$ cat config.mk
export PLATFORM = sky130hd
export DESIGN_NAME = dmr_seq
export DESIGN_NICKNAME = d
export VERILOG_FILES = /design/src/rtl/dmr_pkg.sv /design/src/rtl/dmr_cmd_enc.sv /design/src/rtl/dmr_holdoff.sv /design/src/rtl/dmr_seq.sv
export SDC_FILE = /design/constraint.sdc
export NUM_CORES = 1
export LEC_CHECK = 0
export BUFFER_PORTS_ARGS = -buffer_cell sky130_fd_sc_hd__buf_2
export CORE_ASPECT_RATIO = 0.5
export CORE_UTILIZATION = 30
export CTS_CLUSTER_SIZE = 25
export DETAILED_ROUTE_END_ITERATION = 8
export MAX_ROUTING_LAYER = met4
export SKIP_CTS_REPAIR_TIMING = 1
export SLEW_MARGIN = 20
export SYNTH_ARGS = -nofsm -noshare
export SYNTH_HDL_FRONTEND = slang
export SYNTH_SLANG_ARGS = --single-unit
export TNS_END_PERCENT = 30
$ cat constraint.sdc
create_clock -name clk -period 3 [get_ports clk]
set_input_delay 0.15 -clock clk [delete_from_list [all_inputs] [get_ports clk]]
set_output_delay 0.15 -clock clk [all_outputs]
set_load 0.1 [all_outputs]
$ cat src/rtl/dmr_pkg.sv
package dmr_pkg;
    typedef enum logic [1:0] {
        ST_IDLE,
        ST_WAIT,
        ST_GAP_EXT,
        ST_GAP_BASE
    } seq_state_e;

    typedef enum logic {
        CMD_NOP,
        CMD_LMR
    } cmd_kind_e;

    typedef struct packed {
        logic cs_n;
        logic ras_n;
        logic cas_n;
        logic we_n;
    } cmd_pins_t;

    localparam logic [1:0] BA_BASE = 2'b00;
    localparam logic [1:0] BA_EXT  = 2'b01;
endpackage

$ cat src/rtl/dmr_cmd_enc.sv
module dmr_cmd_enc
    import dmr_pkg::*;
(
    input  cmd_kind_e kind,
    output cmd_pins_t pins
);
    always_comb begin
        pins.cs_n = 1'b0;
        case (kind)
            CMD_LMR: begin
                pins.ras_n = 1'b0;
                pins.cas_n = 1'b0;
                pins.we_n  = 1'b0;
            end
            default: begin
                pins.ras_n = 1'b1;
                pins.cas_n = 1'b1;
                pins.we_n  = 1'b1;
            end
        endcase
    end
endmodule

$ cat src/rtl/dmr_holdoff.sv
module dmr_holdoff #(
    parameter int LOCK_CYC = 200
) (
    input  logic clk,
    input  logic rst_n,
    input  logic restart,
    output logic busy
);
    localparam int CNT_W = $clog2(LOCK_CYC + 1);

    logic [CNT_W-1:0] cnt_d, cnt_q;

    always_comb begin
        cnt_d = cnt_q;
        if (restart) begin
            cnt_d = CNT_W'(LOCK_CYC);
        end else if (cnt_q != '0) begin
            cnt_d = cnt_q - CNT_W'(1);
        end
    end

    always_ff @(posedge clk) begin
        if (!rst_n) begin
            cnt_q <= '0;
        end else begin
            cnt_q <= cnt_d;
        end
    end

    assign busy = (cnt_q != '0);
endmodule

$ cat src/rtl/dmr_seq.sv
module dmr_seq
    import dmr_pkg::*;
#(
    parameter int ROW_W       = 13,
    parameter int LMR_GAP     = 2,
    parameter int LOCK_CYC    = 200,
    parameter int BASE_MODE   = 'h022,
    parameter int DLL_RST_BIT = 8
) (
    input  logic             clk,
    input  logic             rst_n,
    input  logic             cfg_req,
    input  logic             cfg_dll_on,
    input  logic             cfg_drive_half,
    input  logic             banks_idle,
    input  logic             sr_exit,
    output logic             cmd_cs_n,
    output logic             cmd_ras_n,
    output logic             cmd_cas_n,
    output logic             cmd_we_n,
    output logic [1:0]       ba,
    output logic [ROW_W-1:0] addr,
    output logic             rd_ok,
    output logic             done
);
    localparam int               GAP_W     = $clog2(LMR_GAP + 2);
    localparam logic [GAP_W-1:0] GAP_INIT  = GAP_W'(LMR_GAP);
    localparam logic [ROW_W-1:0] BASE_WORD = ROW_W'(BASE_MODE) | (ROW_W'(1) << DLL_RST_BIT);

    typedef struct packed {
        seq_state_e       st;
        logic [GAP_W-1:0] gap;
        logic             dll_on;
        logic             drv;
        cmd_kind_e        cmd;
        logic [1:0]       ba;
        logic [ROW_W-1:0] addr;
        logic             done;
    } seq_t;

    seq_t             seq_d, seq_q;
    logic             lock_load;
    logic             lock_busy;
    logic [ROW_W-1:0] ext_word;
    cmd_pins_t        pins;

    always_comb begin
        ext_word    = '0;
        ext_word[0] = ~seq_q.dll_on;
        ext_word[1] = seq_q.drv;

        seq_d      = seq_q;
        seq_d.cmd  = CMD_NOP;
        seq_d.ba   = '0;
        seq_d.addr = '0;
        seq_d.done = 1'b0;
        lock_load  = sr_exit;

        case (seq_q.st)
            ST_IDLE: begin
                if (cfg_req) begin
                    seq_d.st     = ST_WAIT;
                    seq_d.dll_on = cfg_dll_on;
                    seq_d.drv    = cfg_drive_half;
                end
            end
            ST_WAIT: begin
                if (banks_idle) begin
                    seq_d.cmd  = CMD_LMR;
                    seq_d.ba   = BA_EXT;
                    seq_d.addr = ext_word;
                    seq_d.gap  = GAP_INIT;
                    seq_d.st   = ST_GAP_EXT;
                    if (seq_q.dll_on) begin
                        lock_load = 1'b1;
                    end
                end
            end
            ST_GAP_EXT: begin
                if (seq_q.gap != '0) begin
                    seq_d.gap = seq_q.gap - GAP_W'(1);
                end else if (seq_q.dll_on) begin
                    seq_d.cmd  = CMD_LMR;
                    seq_d.ba   = BA_BASE;
                    seq_d.addr = BASE_WORD;
                    seq_d.gap  = GAP_INIT;
                    seq_d.st   = ST_GAP_BASE;
                end else begin
                    seq_d.st   = ST_IDLE;
                    seq_d.done = 1'b1;
                end
            end
            ST_GAP_BASE: begin
                if (seq_q.gap != '0) begin
                    seq_d.gap = seq_q.gap - GAP_W'(1);
                end else begin
                    seq_d.st   = ST_IDLE;
                    seq_d.done = 1'b1;
                end
            end
            default: begin
                seq_d.st = ST_IDLE;
            end
        endcase
    end

    always_ff @(posedge clk) begin
        if (!rst_n) begin
            seq_q <= '{st: ST_IDLE, gap: '0, dll_on: 1'b0, drv: 1'b0,
                       cmd: CMD_NOP, ba: '0, addr: '0, done: 1'b0};
        end else begin
            seq_q <= seq_d;
        end
    end

    dmr_holdoff #(.LOCK_CYC(LOCK_CYC)) u_holdoff (
        .clk     (clk),
        .rst_n   (rst_n),
        .restart (lock_load),
        .busy    (lock_busy)
    );

    dmr_cmd_enc u_enc (
        .kind (seq_q.cmd),
        .pins (pins)
    );

    assign cmd_cs_n  = pins.cs_n;
    assign cmd_ras_n = pins.ras_n;
    assign cmd_cas_n = pins.cas_n;
    assign cmd_we_n  = pins.we_n;
    assign ba        = seq_q.ba;
    assign addr      = seq_q.addr;
    assign done      = seq_q.done;
    assign rd_ok     = (seq_q.st == ST_IDLE) && !lock_busy;
endmodule

## Word level (Yosys, flattened, before mapping)

Cells that the tools add are included.

- Bitwise operators: 2
- Equal/unequal tests: 9
- Add/subtract/negate cells: 2
- Reductions and logical operators: 11
- Multiplexer cells: 23

Operators with widths:

| kind | count |
|---|---|
| $mux 16 | 2 |
| $pmux 16 s2 | 1 |
| $mux 17 | 1 |
| $mux 8 | 2 |
| $mux 2 | 7 |
| $ne 2x2->1 const B | 5 |
| $pmux 2 s4 | 1 |
| $reduce_and 4->1 | 2 |
| $reduce_bool 8->1 | 1 |
| $sub 8x1->8 const B | 1 |
| $pmux 2 s3 | 1 |
| $mux 1 | 5 |
| $eq 2x2->1 const B | 2 |
| $mux 4 | 1 |
| $reduce_bool 2->1 | 2 |
| $mux 3 | 1 |
| $ne 3x3->1 const B | 1 |
| $reduce_bool 3->1 | 1 |
| $eq 2x1->1 const B | 1 |
| $logic_not 2->1 | 1 |
| $not 1->1 | 2 |
| $pmux 1 s2 | 1 |
| $reduce_and 2->1 | 1 |
| $reduce_or 2->1 | 1 |
| other kinds (3) | 3 |

- Bits of input ports: 7
- Output and inout port bits: 21
- Logic and storage cells: 57
- Flip-flop bits (word level): 31

## Logic depth before layout (Yosys ltp)

- Depth after elaboration: 4
- Depth in mapped cells: 6
- Depth with buffers taken out: 6

## Cells and area by module

A second synthesis with hierarchy kept.

- Cell total of the unflattened synthesis: 134
- Area, all modules: 1206.2 sq um

By module, submodules not included:

| module | area an instance (sq um) | cells each | instances | sequential area each (sq um) |
|---|---|---|---|---|
| dmr_seq | 740.7 | 84 | 1 | 240.2 |
| dmr_holdoff | 435.4 | 45 | 1 | 160.2 |
| dmr_cmd_enc | 30.0 | 5 | 1 | 0.0 |

## Least setup slack after synthesis

OpenSTA, ideal clock, no wires.

- Path kind: register -> output
- Start point: reg u_holdoff.cnt_q[2]
- End point: out rd_ok
- Cell stages (with the launch flop): 4
- Arrival: 2.134 ns
- Buffers on the path: 0
- Setup slack: 0.716 ns
- Data required time: 2.850 ns
- Path through: dfxtp_1 -> nor4_4 -> nand3_2 -> nor2_1

- Cells in the longest elaborated chain, start to end: 3

RTL lines:

| element | RTL line | RTL |
|---|---|---|
| start: declaration | dmr_holdoff.sv:11 | `logic [CNT_W-1:0] cnt_d, cnt_q;` |
| start signal: assignment | dmr_holdoff.sv:26 | `cnt_q <= cnt_d;` |
| $reduce_bool 8->1 | dmr_holdoff.sv:30 | `assign busy = (cnt_q != '0);` |
| $logic_not 1->1 | dmr_seq.sv:135 | `assign rd_ok = (seq_q.st == ST_IDLE) && !lock_busy;` |
| $logic_and 1x1->1 | dmr_seq.sv:135 |  |
| end: declaration | dmr_seq.sv:23 | `output logic rd_ok,` |

No other way between the ends.

## Worst setup path after layout

Ends and elaborated chain as after synthesis.

==> flow_metrics.tcl <==
set metrics [dict create \
    r2r_end "u_holdoff.cnt_q[1]" \
    reg2reg_slack_ns 1.40 \
    fin_setup_tns_ns 0 \
    timing.rr.start "seq_q[22]" \
    groute.usage.overall_pct 10.07 \
    cts_buffers 3 \
    root_buffer "clkbuf_8" \
    die_h_um 44.74 \
    p_int_uw 639.5 \
    ys.flop_type "dfxtp_1" \
    diodes 0 \
    worst_setup_path_end_kind "output pin" \
    worstPathRequired_ns 2.85 \
    setup_viol 0 \
    ys_warn_count 0 \
    syn-mean-instance-area_um2 8.563 \
    critPathKind "reg2out" \
    dp_hpwl_um 1369 \
    route.detailed.drc 0 \
    fin_area_um2 1209 \
    place_ws_ns 1.369 \
    core-area_um2 3472 \
    utilization_pct 34.81 \
    power_density_nw_per_um2 927.6 \
    drv_slew 0 \
    min_period_over_period_pct 63.29 \
    dieWidth_um 87.48 \
    startpoint_type "register" \
    rsz0062_at_grt "false" \
    gp_congestion 0.7400 \
    fin_crit_ns 1.899 \
    holdPathEnd "seq_q[18]" \
    htree_levels 1 \
    clk_pin_slew_ns 0.08 \
    clkLatencyLatePin_ns 0.26 \
    drtPass1Iterations 4 \
    finalHoldViolCount 0 \
    fillCellCount 363 \
    start_util_pct 31.57 \
    gr-total-overflow 0 \
    io_pins 28 \
    drt_iter0_markers 34 \
    grt_max_degree 13 \
    ys_ff_latch 20 \
    drt-total-wl_um 1758 \
    grt_pass1_wl_um 2918 \
    numClockSinks 20 \
    antenna_found_initial 0 \
    placement.cell_area_um2 1137 \
    antenna_left 0 \
    comb_power_share_pct 43.9 \
    vdd_drop_max_uv 309.7 \
    hp-class "in2reg" \
    fin_ws_ns 1.101 \
    grt_pass1_vias 674 \
    cts_tree "built" \
    hold_start "cfg_dll_on" \
    clock.fmax_mhz 526.7 \
    drv_cap 0 \
    p_switching_uw 481.6 \
    async_flop_share_pct 0 \
    num_rows 15 \
    port_buffers 16 \
    outcome "finished clean" \
    synth_cell_type_count 33 \
    final_cell_mix "20 x dfxtp_1, 16 x buf_2, 14 x nand2_1" \
    rr_worst_depth 5 \
    synthesis.area_um2 1096 \
    whs_path_depth 3 \
    fin_nets 155 \
    synth_edf_count 0 \
    cp_data_arrival_time_ns 1.75 \
    vias_per_cell 4.332 \
    vias 823 \
    syn_inst 128 \
    leakagePower_nw 0.5570 \
    clockBufferDepth 2 \
    seqPwrFrac_pct 32.1 \
    final_common_cell "dfxtp_1" \
    drive_gt1_share_pct 18.71 \
    p_sw_share_pct 42.96 \
    die_area_um2 3914 \
    wl_per_cell_um 9.253 \
    power.share.clock_pct 24.0 \
    area_growth_pct 10.27 \
    seq_area_frac_synth_pct 36.53 \
    crit_fanout 5 \
    fin_skew_ns 0.005799 \
]
-- critical path, cell delays in order, from the launching register on --
cell,delay [ns]
dfxtp_1,0.37
nor4_4,0.37
nand3_2,0.19
nor2_1,0.12
buf_2,0.43
-- power by group through the flow --
stage,clock [mW],sequential (mW),combinational [mW]
floorplan,0,0.375,0.422
global placement,0,0.364,0.488
detailed placement,0,0.366,0.492
CTS,0.279,0.360,0.494
global route,0.291,0.367,0.540
finish,0.269,0.360,0.492
-- registers in the layout, indices dropped and copies added (netlist names) --
signal	count
seq_q	6
u_holdoff.cnt_q	8
addr	3
done	1
ext_word	1
ba	1
-- cells by family (layout without fill, tap and decap cells) --
group / Yosys count / count (layout) / share of synthesized area, %
AND/OR/NAND/NOR: 43 / 43 / 19.98
buffers and inverters: 30 / 31 / 16.55
AO/OA/AOI/OAI: 23 / 23 / 14.73
flip-flops: 20 / 20 / 36.53
adder cells (fa/ha/maj): 8 / 8 / 9.133
multiplexers: 2 / 2 / 1.941
other: 1 / 11 / 0.3421
XOR/XNOR: 1 / 1 / 0.7992
-- how the worst max path moves through the flow --
stage	depth (start not counted)	start	end	slack, ns
after floorplan	3	u_holdoff.cnt_q[2]	rd_ok	0.72
after global placement	5	u_holdoff.cnt_q[0]	rd_ok	1.39
after detailed placement	5	seq_q[22]	u_holdoff.cnt_q[1]	1.37
after CTS	4	u_holdoff.cnt_q[2]	rd_ok	1.09
after global routing	4	u_holdoff.cnt_q[2]	rd_ok	1.01
final	4	u_holdoff.cnt_q[2]	rd_ok	1.10
-- cell usage after synthesis (all sizes together) (2+ instances only) --
cell	number	area (um^2)
a311oi	3	26.28
dfxtp	20	400.4
a21oi	9	45.04
o31ai	2	15.01
a211oi	2	20.02
nand2	14	52.55
buf	19	140.1
nand3	6	35.03
inv	11	41.29
a31oi	3	18.77
nor2	12	45.04
ha	8	100.1
nor2b	3	18.77
-- stage by stage --
stage | power (mW) | hold slack (ns) | cells
floorplan | 0.7977 | 0.2975 | 138
global placement | 0.8525 | 0.4130 | 186
detailed placement | 0.8578 | 0.4180 | 186
CTS | 1.133 | 0.1265 | 190
global route | 1.198 | 0.1259 | 190
finish | 1.121 | 0.1303 | 190
-- per-layer routing --
layer / global-route usage, % / up-vias / share of wire [%]
met5: - / - / 0
met2: 16.25 / 23 / 46
met3: 2.742 / 3 / 4.0
met4: 4.918 / 0 / 0.97
met1: 11.90 / 370 / 49
li1: - / 427 / -
-- layout make-up --
| class | instances | area (um^2) | share of cell area (%) |
|---|---|---|---|
| Clock buffer | 3 | 41.29 | 3.416 |
| Clock inverter | 1 | 30.03 | 2.484 |
| Inverter | 11 | 41.29 | 3.416 |
| Multi-Input combinational cell | 88 | 551.8 | 45.65 |
| Sequential cell | 20 | 400.4 | 33.13 |
| Tap cell | 51 | 63.81 | 5.279 |
| Timing Repair Buffer | 16 | 80.08 | 6.625 |
No activity file was read; power rests on OpenSTA's default activity.
